**src/rtl/eam_occ_pkg.sv**
```systemverilog
package eam_occ_pkg;

  typedef enum logic [2:0] {
    EOP_WROP  = 3'd0,
    EOP_SHIFT = 3'd1,
    EOP_MUL   = 3'd2,
    EOP_DIV   = 3'd3,
    EOP_DIVD  = 3'd4,
    EOP_RDRES = 3'd5,
    EOP_RSV6  = 3'd6,
    EOP_RSV7  = 3'd7
  } eam_op_e;

  // Operations that need the arithmetic unit itself.
  function automatic logic op_contends(input logic [2:0] op);
    return (op >= 3'(EOP_SHIFT)) && (op <= 3'(EOP_RDRES));
  endfunction

  // Operations that end with a result pulse.
  function automatic logic op_has_result(input logic [2:0] op);
    return (op == 3'(EOP_MUL)) || (op == 3'(EOP_DIV)) || (op == 3'(EOP_DIVD));
  endfunction

endpackage

```
**src/rtl/eam_issue_gate.sv**
```systemverilog
module eam_issue_gate
  import eam_occ_pkg::*;
#(
  parameter int OP_W = 3
) (
  input  logic            req_valid,
  input  logic [OP_W-1:0] req_op,
  input  logic            unit_idle,
  output logic            req_ready,
  output logic            grant,
  output logic            grant_contend,
  output logic            grant_read
);

  logic contends;

  always_comb begin
    contends      = op_contends(3'(req_op));
    req_ready     = !contends || unit_idle;
    grant         = req_valid && req_ready;
    grant_contend = grant && contends;
    grant_read    = grant && (3'(req_op) == 3'(EOP_RDRES));
  end

endmodule

```
**src/rtl/eam_occ_timer.sv**
```systemverilog
module eam_occ_timer
  import eam_occ_pkg::*;
#(
  parameter int OP_W      = 3,
  parameter int OCC_SHIFT = 1,
  parameter int OCC_MUL   = 3,
  parameter int OCC_DIV   = 34,
  parameter int OCC_DIVD  = 66,
  parameter int CNT_W     = 7
) (
  input  logic            clk,
  input  logic            rst_n,
  input  logic            load,
  input  logic [OP_W-1:0] load_op,
  output logic            busy,
  output logic            idle,
  output logic            result_ready
);

  localparam int NUM_OCC = 4;
  localparam int OCC_TAB [NUM_OCC] = '{OCC_SHIFT, OCC_MUL, OCC_DIV, OCC_DIVD};

  logic [CNT_W-1:0] load_tab [NUM_OCC];
  logic [CNT_W-1:0] cnt_q;
  logic [CNT_W-1:0] load_val;
  logic             pend_q;

  // Remaining-cycle values per occupying operation, one lane per entry.
  for (genvar g = 0; g < NUM_OCC; g++) begin : g_occ
    assign load_tab[g] = CNT_W'(OCC_TAB[g] - 1);
  end

  always_comb begin
    unique case (3'(load_op))
      3'(EOP_SHIFT): load_val = load_tab[0];
      3'(EOP_MUL):   load_val = load_tab[1];
      3'(EOP_DIV):   load_val = load_tab[2];
      3'(EOP_DIVD):  load_val = load_tab[3];
      default:       load_val = '0;
    endcase
  end

  always_ff @(posedge clk) begin
    if (!rst_n) begin
      cnt_q  <= '0;
      pend_q <= 1'b0;
    end else if (load) begin
      cnt_q  <= load_val;
      pend_q <= op_has_result(3'(load_op));
    end else begin
      if (cnt_q != '0) cnt_q <= cnt_q - 1'b1;
      else             pend_q <= 1'b0;
    end
  end

  assign busy         = (cnt_q != '0);
  assign idle         = (cnt_q == '0);
  assign result_ready = pend_q && (cnt_q == '0);

endmodule

```
**src/rtl/eam_addr_shadow.sv**
```systemverilog
module eam_addr_shadow #(
  parameter int HAZ_CYC = 1
) (
  input  logic clk,
  input  logic rst_n,
  input  logic read_grant,
  output logic addr_hazard
);

  logic [HAZ_CYC-1:0] sh_q;

  for (genvar g = 0; g < HAZ_CYC; g++) begin : g_stage
    always_ff @(posedge clk) begin
      if (!rst_n) sh_q[g] <= 1'b0;
      else if (g == 0) sh_q[g] <= read_grant;
      else sh_q[g] <= sh_q[(g == 0) ? 0 : g-1];
    end
  end

  assign addr_hazard = |sh_q;

endmodule

```
**src/rtl/eam_occ_ctrl.sv**
```systemverilog
module eam_occ_ctrl #(
  parameter int OCC_SHIFT = 1,
  parameter int OCC_MUL   = 3,
  parameter int OCC_DIV   = 34,
  parameter int OCC_DIVD  = 66,
  parameter int ADDR_LAT  = 2
) (
  input  logic       clk,
  input  logic       rst_n,
  input  logic       req_valid,
  input  logic [2:0] req_op,
  output logic       req_ready,
  output logic       issue_grant,
  output logic       busy,
  output logic       result_ready,
  output logic       addr_hazard
);

  localparam int OP_W    = 3;
  localparam int OCC_MAX = (OCC_DIVD > OCC_DIV) ? OCC_DIVD : OCC_DIV;
  localparam int CNT_W   = (OCC_MAX > 2) ? $clog2(OCC_MAX) : 1;
  localparam int HAZ_CYC = (ADDR_LAT > 1) ? ADDR_LAT - 1 : 1;

  logic unit_idle;
  logic grant_contend;
  logic grant_read;

  eam_issue_gate #(.OP_W(OP_W)) u_gate (
    .req_valid    (req_valid),
    .req_op       (req_op),
    .unit_idle    (unit_idle),
    .req_ready    (req_ready),
    .grant        (issue_grant),
    .grant_contend(grant_contend),
    .grant_read   (grant_read)
  );

  eam_occ_timer #(
    .OP_W(OP_W), .OCC_SHIFT(OCC_SHIFT), .OCC_MUL(OCC_MUL),
    .OCC_DIV(OCC_DIV), .OCC_DIVD(OCC_DIVD), .CNT_W(CNT_W)
  ) u_timer (
    .clk         (clk),
    .rst_n       (rst_n),
    .load        (grant_contend),
    .load_op     (req_op),
    .busy        (busy),
    .idle        (unit_idle),
    .result_ready(result_ready)
  );

  eam_addr_shadow #(.HAZ_CYC(HAZ_CYC)) u_shadow (
    .clk        (clk),
    .rst_n      (rst_n),
    .read_grant (grant_read),
    .addr_hazard(addr_hazard)
  );

endmodule

```
**config.mk**
```make
export PLATFORM = sky130hd
export DESIGN_NAME = eam_occ_ctrl
export DESIGN_NICKNAME = d
export VERILOG_FILES = /design/src/rtl/eam_occ_pkg.sv /design/src/rtl/eam_issue_gate.sv /design/src/rtl/eam_occ_timer.sv /design/src/rtl/eam_addr_shadow.sv /design/src/rtl/eam_occ_ctrl.sv
export SDC_FILE = /design/constraint.sdc
export NUM_CORES = 1
export LEC_CHECK = 0
export BUFFER_PORTS_ARGS = -buffer_cell sky130_fd_sc_hd__buf_2
export CORE_UTILIZATION = 45
export CTS_BUF_LIST = sky130_fd_sc_hd__clkbuf_8 sky130_fd_sc_hd__clkbuf_16
export CTS_CLUSTER_SIZE = 40
export DETAILED_ROUTE_END_ITERATION = 8
export GPL_ROUTABILITY_DRIVEN = 1
export GPL_TIMING_DRIVEN = 0
export PLACE_DENSITY_LB_ADDON = 0.12
export SETUP_SLACK_MARGIN = 0.02
export SLEW_MARGIN = 25
export SYNTH_ARGS = -nofsm -noshare
export SYNTH_HDL_FRONTEND = slang
export SYNTH_SLANG_ARGS = --single-unit
export TNS_END_PERCENT = 1
```
**constraint.sdc**
```tcl
create_clock -name clk -period 1.62 [get_ports clk]
set_input_delay 0.324 -clock clk [delete_from_list [all_inputs] [get_ports clk]]
set_output_delay 0.324 -clock clk [all_outputs]
set_load 0.1 [all_outputs]
```
After elaboration in Yosys (flattened, before gate mapping):

Index checks and enable logic that the tools add are counted.

* add/sub/neg operators: 1
* order comparisons: 2
* equality and inequality tests: 5
* mux-type cells: 5
* reduce and logical (&&, ||, !) cells: 12

Operators by type and width (count)
* $pmux W7 S3: 1
* $mux W7: 2
* $logic_not A7 Y1: 1
* $reduce_bool A7 Y1: 1
* $sub A7 B1 Y7 const B: 1
* $eq A3 B2 Y1 const B: 2
* $eq A3 B3 Y1 const B: 2
* $logic_and A1 B1 Y1: 5
* $ge A3 B1 Y1 const B: 1
* $le A3 B3 Y1 const B: 1
* $logic_or A1 B1 Y1: 3
* $mux W1: 2
* $ne A2 B1 Y1 const B: 1
* $reduce_bool A2 Y1: 1
* $logic_not A1 Y1: 1

* register bits after elaboration: 9
* input port bits: 6
* output and inout bits: 5
* word-level logic and storage cells: 28

Depth between registers and ports, before layout:

Gate-level depths: netlist of the first run.

* depth in word-level cells: 7
* depth in mapped cells: 7
* mapped depth without buffers: 7

Cells and area by module:

From an unflattened synthesis of the first run, not the netlist that was laid out.

* cells, all modules: 60
* area total of the unflattened synthesis: 521.8 um^2

By module, submodules not included
* eam_occ_timer: instances 1, cells each 50, area an instance 445.4 um^2, seq. area each 160.2 um^2
* eam_issue_gate: instances 1, cells each 8, area an instance 50.0 um^2, seq. area each 0.0 um^2
* eam_addr_shadow: instances 1, cells each 2, area an instance 26.3 um^2, seq. area each 20.0 um^2

Least setup slack after synthesis of the first run:

No wires, ideal clock.

* path kind: register to output
* from: register u_timer.cnt_q[0]
* to: output issue_grant
* data arrival time: 3.106 ns
* required time: 1.296 ns
* path slack: -1.810 ns
* cell stages (with the launch flop): 8
* buffers on the path: 0
* path through: dfxtp_1 inv_1 ha_1 nor3b_2 and2_4 inv_2 nand3_1 and2_1

* word-level cells in the longest chain between the ends: 3

Ends and longest elaborated chain
* start: declaration: line eam_occ_timer.sv:24 `logic [CNT_W-1:0] cnt_q;`
* start signal: assignment: line eam_occ_timer.sv:48 `cnt_q <= load_val;`
* start signal: assignment: line eam_occ_timer.sv:51 `if (cnt_q != '0) cnt_q <= cnt_q - 1'b1;`
* $logic_not A7 Y1: line eam_occ_timer.sv:57 `assign idle = (cnt_q == '0);`
* $logic_or A1 B1 Y1: line eam_issue_gate.sv:19 `req_ready = !contends || unit_idle;`
* net req_ready: line eam_occ_ctrl.sv:12 `output logic req_ready,`
* $logic_and A1 B1 Y1: line eam_issue_gate.sv:20 `grant = req_valid && req_ready;`
* end: declaration: line eam_occ_ctrl.sv:13 `output logic issue_grant,`

The timed path passes the listed nets, and every way through them passes these cells.

Worst setup path in the final report of the first run:

* from: register u_timer.cnt_q[0]
* to: output issue_grant

* word-level cells in the longest chain between the ends: 3

Ends and longest elaborated chain (line)
* $logic_not A7 Y1: eam_occ_timer.sv:57
* $logic_or A1 B1 Y1: eam_issue_gate.sv:19
* $logic_and A1 B1 Y1: eam_issue_gate.sv:20

No other way between the ends.

==> summary.md, run 1 <==
| Metric | Value |
|---|---|
| Vias | `669` |
| Largest buffer count on any clock path | `2` |
| Status | `finished, violations left` |
| Grt total ovfl | `0` |
| Share of cells above drive strength 1 | `42.16%` |
| Critical path data arrival time | `1.61 ns` |
| Final hold vios | `0` |
| PortBufs | `8` |
| Gpl congestion | `0.8165` |
| CP endpoint kind | `output port` |
| Std-Cell Rows | `12` |
| Clock Skews | `0.002549 ns` |
| Initial antenna violation count | `0` |
| WL per Instance | `14.80 um` |
| Pre-antenna DRT Iters | `4` |
| Failing checks | `setup timing` |
| Fin nets | `110` |
| First-pass GRT wire length | `2684 um` |
| Yosys top cell area share | `29.39%` |
| Clock latency on the worst-skew pair | `0.24 ns` |
| Post-synth ARST share | `0%` |
| Cell accounting for the most synthesized area | `dfxtp_1` |
| Worst setup margin | `-0.3133 ns` |
| IR drop worst, VDD | `0.002065 V` |
| Largest net degree at the start of global routing | `11` |
| TritonCTS Buffers | `3` |
| DP Area | `719.4 um2` |
| Final period utilization | `119.3%` |
| Clock tree sinks | `9` |
| Startpoint Class | `register` |
| Max Cap Violations | `0` |
| Multi-input logic area | `440.4 um2` |
| CTS root buffer | `clkbuf_8` |
| Worst Path Max Fanout | `3` |
| Number of global-route vias before repair | `598` |
| Worst Hold Class | `in -> reg` |
| Post-Syn Area | `613.1 um2` |
| Final wirelength | `1717 um` |
| Vias/cell | `5.767` |
| Mean post-synth cell area | `7.761 um2` |
| Core ar. | `1186 um2` |
| DP HPWL | `997 um` |
| Yosys warnings | `0` |
| RSZ-0062 raised after global routing | `yes` |
| Initial drt markers | `21` |
| Leakage | `0.3847 nW` |
| Required @ worst endpoint | `1.30 ns` |
| Power per standard cell area | `2538 nW/um2` |
| Worst hold margin | `0.3503 ns` |
| Slew Limit Headroom | `68.09%` |
| Ranking of synthesized cells by area | `dfxtp_1 29%, a21oi_1 4.9%, nand2_1 4.9%` |
| Ant diodes | `0` |
| Area Overhead vs Synth | `48.78%` |
| Register area share after synthesis | `29.39%` |
| GRT Util Overall | `28.16%` |
| Commonest non-fill, non-tap cell in the layout | `buf_4` |
| Most frequent cells in the layout | `12 x buf_4, 8 x nand2_1, 7 x dfxtp_1` |
| Prevailing post-synth register cell | `dfxtp_1` |
| CTS tree | `yes` |
| Worst setup path category | `reg -> out` |
| Num ports | `11` |
| Register Area | `187.7 um2` |
| Post-DRT Antenna Nets | `0` |
| Max Fclk | `517.3 MHz` |
| Worst-Margin Slew | `0.4819 ns` |
| Residual DRC | `0` |
| Finished Core Util | `76.90%` |
| Depth of the CTS H-tree | `1` |
| Cell variety after synth | `35` |
| Minimum clock period | `1.933 ns` |
| Seq cells post-synth | `9` |
| Final setup viols | `4` |
| Filler Cell Count | `89` |
| Die area | `1514 um2` |
| Mapped Nets | `86` |
| Reg clk slew, reported paths | `0.05 ns` |
| Post-synth EDFFs | `0` |
| Die width | `38.91 um` |
| Final slew viol count | `0` |
| Post-Syn Instances | `79` |
| Post-route cell area | `912.1 um2` |
| DIE HEIGHT | `38.91 um` |
| Initial Utilization | `51.69%` |
kinds of logic (layout without fill, tap and decap cells):
kind of cell | count (synthesis) | count (layout) | synth area share, %
AOI/OAI and AO/OA | 19 | 19 | 18.37
xor gates and xnor gates | 1 | 1 | 1.429
adders and majority gates | 1 | 1 | 2.040
buffers and inverters | 9 | 32 | 6.733
DFF | 9 | 9 | 29.39
muxes | 2 | 2 | 3.469
and+or+nand+nor | 38 | 38 | 38.58
metrics by stage:
| step | total power, mW | cells | worst slack (ns) | setup TNS, ns |
|---|---|---|---|---|
| floorplan | 1.382 | 79 | -0.4483 | -0.7525 |
| global placement | 1.530 | 101 | -0.4345 | -1.016 |
| detailed placement | 1.543 | 101 | -0.4412 | -1.028 |
| CTS | 2.224 | 116 | -0.3138 | -1.064 |
| global route | 2.438 | 116 | -0.3743 | -1.369 |
| finish | 2.315 | 116 | -0.3133 | -1.033 |
registers in the layout, summed over array words and instances (netlist names):
register	count
u_shadow.addr_hazard	1
u_timer.cnt_q	7
u_timer.pend_q	1
layer usage:
| metal | vias up | routed length [um] | global-route usage, % |
|---|---|---|---|
| met3 | 4 | 92 | 12.14 |
| li1 | 332 | - | - |
| met4 | 0 | 25 | 10.34 |
| met5 | - | 0 | 0 |
| met2 | 20 | 839 | 47.92 |
| met1 | 313 | 759 | 30.45 |
synth_stat cells (all sizes together) (3+ instances only):
| master | count |
|---|---|
| nor2 | 8 |
| nor3 | 3 |
| and3 | 3 |
| clkbuf | 3 |
| nand3 | 4 |
| dfxtp | 9 |
| o21ai | 5 |
| a31oi | 3 |
| nand2 | 8 |
| a21oi | 6 |
| inv | 5 |
area by class of cell:
type,count,area share (%)
Multi-Input combinational cell,61,48.29
Sequential cell,9,20.58
Timing Repair Buffer,19,18.11
Clock buffer,3,4.527
Inverter,5,3.704
Buffer,4,2.469
Tap cell,14,1.920
Clock inverter,1,0.4115
worst paths after layout:
kind                                                     from                             to  depth (start not counted)  slack [ns]
worst max-delay path            u_timer.cnt_q[0]$_SDFFE_PN0P_                    issue_grant                          8       -0.31
worst min-delay path                                    rst_n  u_timer.cnt_q[5]$_SDFFE_PN0P_                          3        0.35
worst max register to register  u_timer.cnt_q[0]$_SDFFE_PN0P_  u_timer.cnt_q[1]$_SDFFE_PN0P_                          9        0.04
worst min register to register    u_timer.pend_q$_SDFFE_PN0P_    u_timer.pend_q$_SDFFE_PN0P_                          2        0.45
repair_timing:
action | 4_1_cts | 5_1_grt
resized for setup | 15 | 3
buffers inserted | 11 | 0
endpoints found under the setup margin | 4 | 7
pin swaps | 4 | 4
hold buffers | 0 | 0
worst max-delay path, cell delays in order (launching register included):
cell	delay [ns]
dfxtp_4	0.34
inv_2	0.06
ha_4	0.12
nor3b_4	0.21
and2_4	0.23
inv_12	0.04
nand3_4	0.05
and2_4	0.15
buf_12	0.16
power breakdown:
| part | internal, mW | switching, mW | total, mW |
|---|---|---|---|
| clock network | 0.166 | 0.0984 | 0.264 |
| logic | 0.726 | 0.935 | 1.66 |
| registers | 0.303 | 0.0861 | 0.389 |
| total | 1.20 | 1.12 | 2.31 |
No activity file was read; power rests on OpenSTA's default activity.
==> run 2: changes to the inputs <==
--- a/config.mk
+++ b/config.mk
@@ -5,7 +5,7 @@
 export SDC_FILE = /design/constraint.sdc
 export NUM_CORES = 1
 export LEC_CHECK = 0
-export BUFFER_PORTS_ARGS = -buffer_cell sky130_fd_sc_hd__buf_2
+export BUFFER_PORTS_ARGS = -buffer_cell sky130_fd_sc_hd__buf_4
 export CORE_UTILIZATION = 45
 export CTS_BUF_LIST = sky130_fd_sc_hd__clkbuf_8 sky130_fd_sc_hd__clkbuf_16
 export CTS_CLUSTER_SIZE = 40
==> run 2 against run 1 <==
Net effect: the run still ends with setup timing left; clock skew is 0.0011 ns lower; combinational power hardly changed; first-iteration DRC count decreased by 9.5%; cell count fell by 0.86%; non-clock buffer count shrank 1; global-route usage down 2.3 points; flip-flop and latch count stayed put; maximum frequency is 2.6% higher; clock power down 5%; wire length down 4.7%; die area stayed put; power decreased by 0.50%.
==> summary.md, run 2 (synthesized netlist as in run 1, its figures left out) <==
| Metric | Value |
|---|---|
| Status | `finished, violations left` |
| Failing checks | `setup timing` |
| Num ports | `11 (unchanged)` |
| Number of buffers inserted by hold repair at cts | `0 (unchanged)` |
| Commonest non-fill, non-tap cell in the layout | `buf_4` |
| Grt total ovfl | `0 (unchanged)` |
| Ant diodes | `0 (unchanged)` |
| Required @ worst endpoint | `1.30 ns (about the same)` |
| Total negative slack | `-0.9339 ns (+0.09938 ns)` |
| Area Overhead vs Synth | `49.18%` |
| CP endpoint kind | `output port` |
| Filler Cell Count | `82 (-7.9%)` |
| Fin nets | `109 (-0.91%)` |
| Largest buffer count on any clock path | `2 (unchanged)` |
| Finished Core Util | `77.11% (+0.21 points)` |
| Register Area | `185.2 um2 (-1.3%)` |
| Vias/cell | `5.478 (-5.0%)` |
| Worst setup path category | `reg -> out` |
| Final wirelength | `1637 um (-4.7%)` |
| Critical path data arrival time | `1.56 ns (-0.05 ns)` |
| DIE HEIGHT | `38.91 um (unchanged)` |
| CTS tree | `yes` |
| Leakage | `0.3856 nW (+0.24%)` |
| Reg clk slew, reported paths | `0.04 ns (about the same)` |
| DP Area | `739.5 um2 (+2.8%)` |
| Clock Skews | `0.001489 ns (-0.001059 ns)` |
| Clock latency on the worst-skew pair | `0.23 ns (about the same)` |
| Pre-antenna DRT Iters | `4 (unchanged)` |
| Initial antenna violation count | `0 (unchanged)` |
| Max reg flops | `7 (unchanged)` |
| Final setup viols | `5 (+1)` |
| Final hold vios | `0 (unchanged)` |
| Depth of the CTS H-tree | `1 (unchanged)` |
| Initial drt markers | `19 (-9.5%)` |
| WHS Endpoint | `u_shadow.addr_hazard$_SDFF_PN0_` |
| TritonCTS Buffers | `3 (unchanged)` |
| Worst path slowest cell | `dfxtp_4` |
| Cell family with most CP delay | `simple AND/OR/NAND/NOR gates` |
| Final slew viol count | `0 (unchanged)` |
| Worst Path Max Fanout | `3 (unchanged)` |
| Reg2Reg Depth | `8 (-1)` |
| Final period utilization | `116.4% (-3.0 points)` |
| CTS root buffer | `clkbuf_8` |
| Std-Cell Rows | `12 (unchanged)` |
| Largest net degree at the start of global routing | `11 (unchanged)` |
| Most frequent CP cell | `and2_4` |
| R2r startpoint | `u_timer.cnt_q[0]$_SDFFE_PN0P_` |
| Crit-path max cell delay | `0.35 ns (about the same)` |
| First-pass GRT wire length | `2635 um (-1.8%)` |
| Post-DRT Antenna Nets | `0 (unchanged)` |
| Final std cells w/o fill | `115 (-0.86%)` |
| Worst-Margin Slew | `0.3857 ns (-0.09616 ns)` |
| Multi-input logic area | `442.9 um2 (+0.57%)` |
| Worst Hold Class | `in -> reg` |
| DP HPWL | `1011 um (+1.4%)` |
| Core ar. | `1186 um2 (unchanged)` |
| Power per standard cell area | `2518 nW/um2 (-0.77%)` |
| Hold Startpoint | `req_op[0]` |
| Initial Utilization | `51.69% (unchanged)` |
| Number of global-route vias before repair | `574 (-4.0%)` |
| Reg with most FFs | `u_timer.cnt_q` |
| Slew Limit Headroom | `74.28% (+6.2 points)` |
| CP cell instances | `inv_4, ha_4, nor3b_4, and2_4, inv_12, nand3_4, and2_4, buf_12` |
| Crit path buf inv count | `3 (unchanged)` |
| FF-to-FF setup slack | `-0.03 ns (-0.07 ns)` |
| Pre-CTS WS | `-0.3147 ns (+0.1265 ns)` |
| Most frequent cells in the layout | `15 x buf_4, 8 x nand2_1, 7 x dfxtp_1` |
| Total power | `2.303 mW (-0.50%)` |
| Minimum clock period | `1.885 ns (-0.04815 ns)` |
| Post-route cell area | `914.6 um2 (+0.27%)` |
| Startpoint Class | `register` |
| Worst setup margin | `-0.2651 ns (+0.04815 ns)` |
| Reg-to-reg endpoint | `u_timer.cnt_q[6]$_SDFFE_PN0P_` |
| Worst hold margin | `0.3447 ns (-0.005589 ns)` |
| GRT Util Overall | `25.84% (-2.3 points)` |
| Max Cap Violations | `0 (unchanged)` |
| Die width | `38.91 um (unchanged)` |
| IR drop worst, VDD | `0.001799 V (-13%)` |
| WP depth | `8 (unchanged)` |
| Max Fclk | `530.5 MHz (+2.6%)` |
| Share of cells above drive strength 1 | `40.59% (-1.6 points)` |
| WHS Path Cells | `3 (unchanged)` |
| Gpl congestion | `0.7871 (-3.6%)` |
| PortBufs | `8 (unchanged)` |
| Vias | `630 (-5.8%)` |
| Placed Instances | `101 (unchanged)` |
| Residual DRC | `0 (unchanged)` |
| RSZ-0062 raised after global routing | `yes` |
| WL per Instance | `14.23 um (-3.8%)` |
| Clock tree sinks | `9 (unchanged)` |
| Die area | `1514 um2 (unchanged)` |
## run 2: cell types whose count changed in the layout (fill, tap and decap cells not counted), sizes merged
cell,previous run,this run
buf,20,19
## run 2: worst register-to-register path, stage by stage, from the launching register on
cell and delay, ns:
dfxtp_4 0.35, inv_4 0.05, ha_4 0.11, buf_4 0.10
buf_4 0.09, or3b_1 0.38, nor3_1 0.20, mux2i_1 0.21
nor2_1 0.05
## run 2: cell type report
type / count / area share [%]
Multi-Input combinational cell: 61 / 48.43
Sequential cell: 9 / 20.25
Timing Repair Buffer: 18 / 18.33
Clock buffer: 3 / 4.514
Inverter: 5 / 3.694
Buffer: 4 / 2.462
Tap cell: 14 / 1.915
Clock inverter: 1 / 0.4104
## run 2: layer usage
metal / share of wire, % / vias to the layer above / track usage (%)
li1: - / 330 / -
met1: 45 / 283 / 34.49
met2: 51 / 17 / 41.25
met3: 4.8 / 0 / 6.936
met4: 0 / 0 / 5.172
met5: 0 / - / 0
## run 2: report_power, final
part | internal, mW | switching [mW] | total, mW
combinational | 0.714 | 0.952 | 1.67
clock | 0.165 | 0.0866 | 0.251
sequential | 0.299 | 0.0861 | 0.385
## run 2: timing repair
item,in CTS,in global routing
gates cloned,0,0
endpoints found under the setup margin,4,6
pin swaps,4,2
resized for setup,11,2
setup buffers,9,1
endpoints found under the hold margin,0,0
## run 2: worst max path at each step
stage | slack, ns | from | end
4_1_cts | -0.28 | u_timer.cnt_q[0]$_SDFFE_PN0P_ | issue_grant
2_1_floorplan | -0.45 | u_timer.cnt_q[1]$_SDFFE_PN0P_ | issue_grant
6_report | -0.27 | u_timer.cnt_q[0]$_SDFFE_PN0P_ | issue_grant
5_1_grt | -0.34 | u_timer.cnt_q[0]$_SDFFE_PN0P_ | issue_grant
3_5_place_dp | -0.31 | u_timer.cnt_q[1]$_SDFFE_PN0P_ | issue_grant
3_3_place_gp | -0.31 | u_timer.cnt_q[1]$_SDFFE_PN0P_ | issue_grant
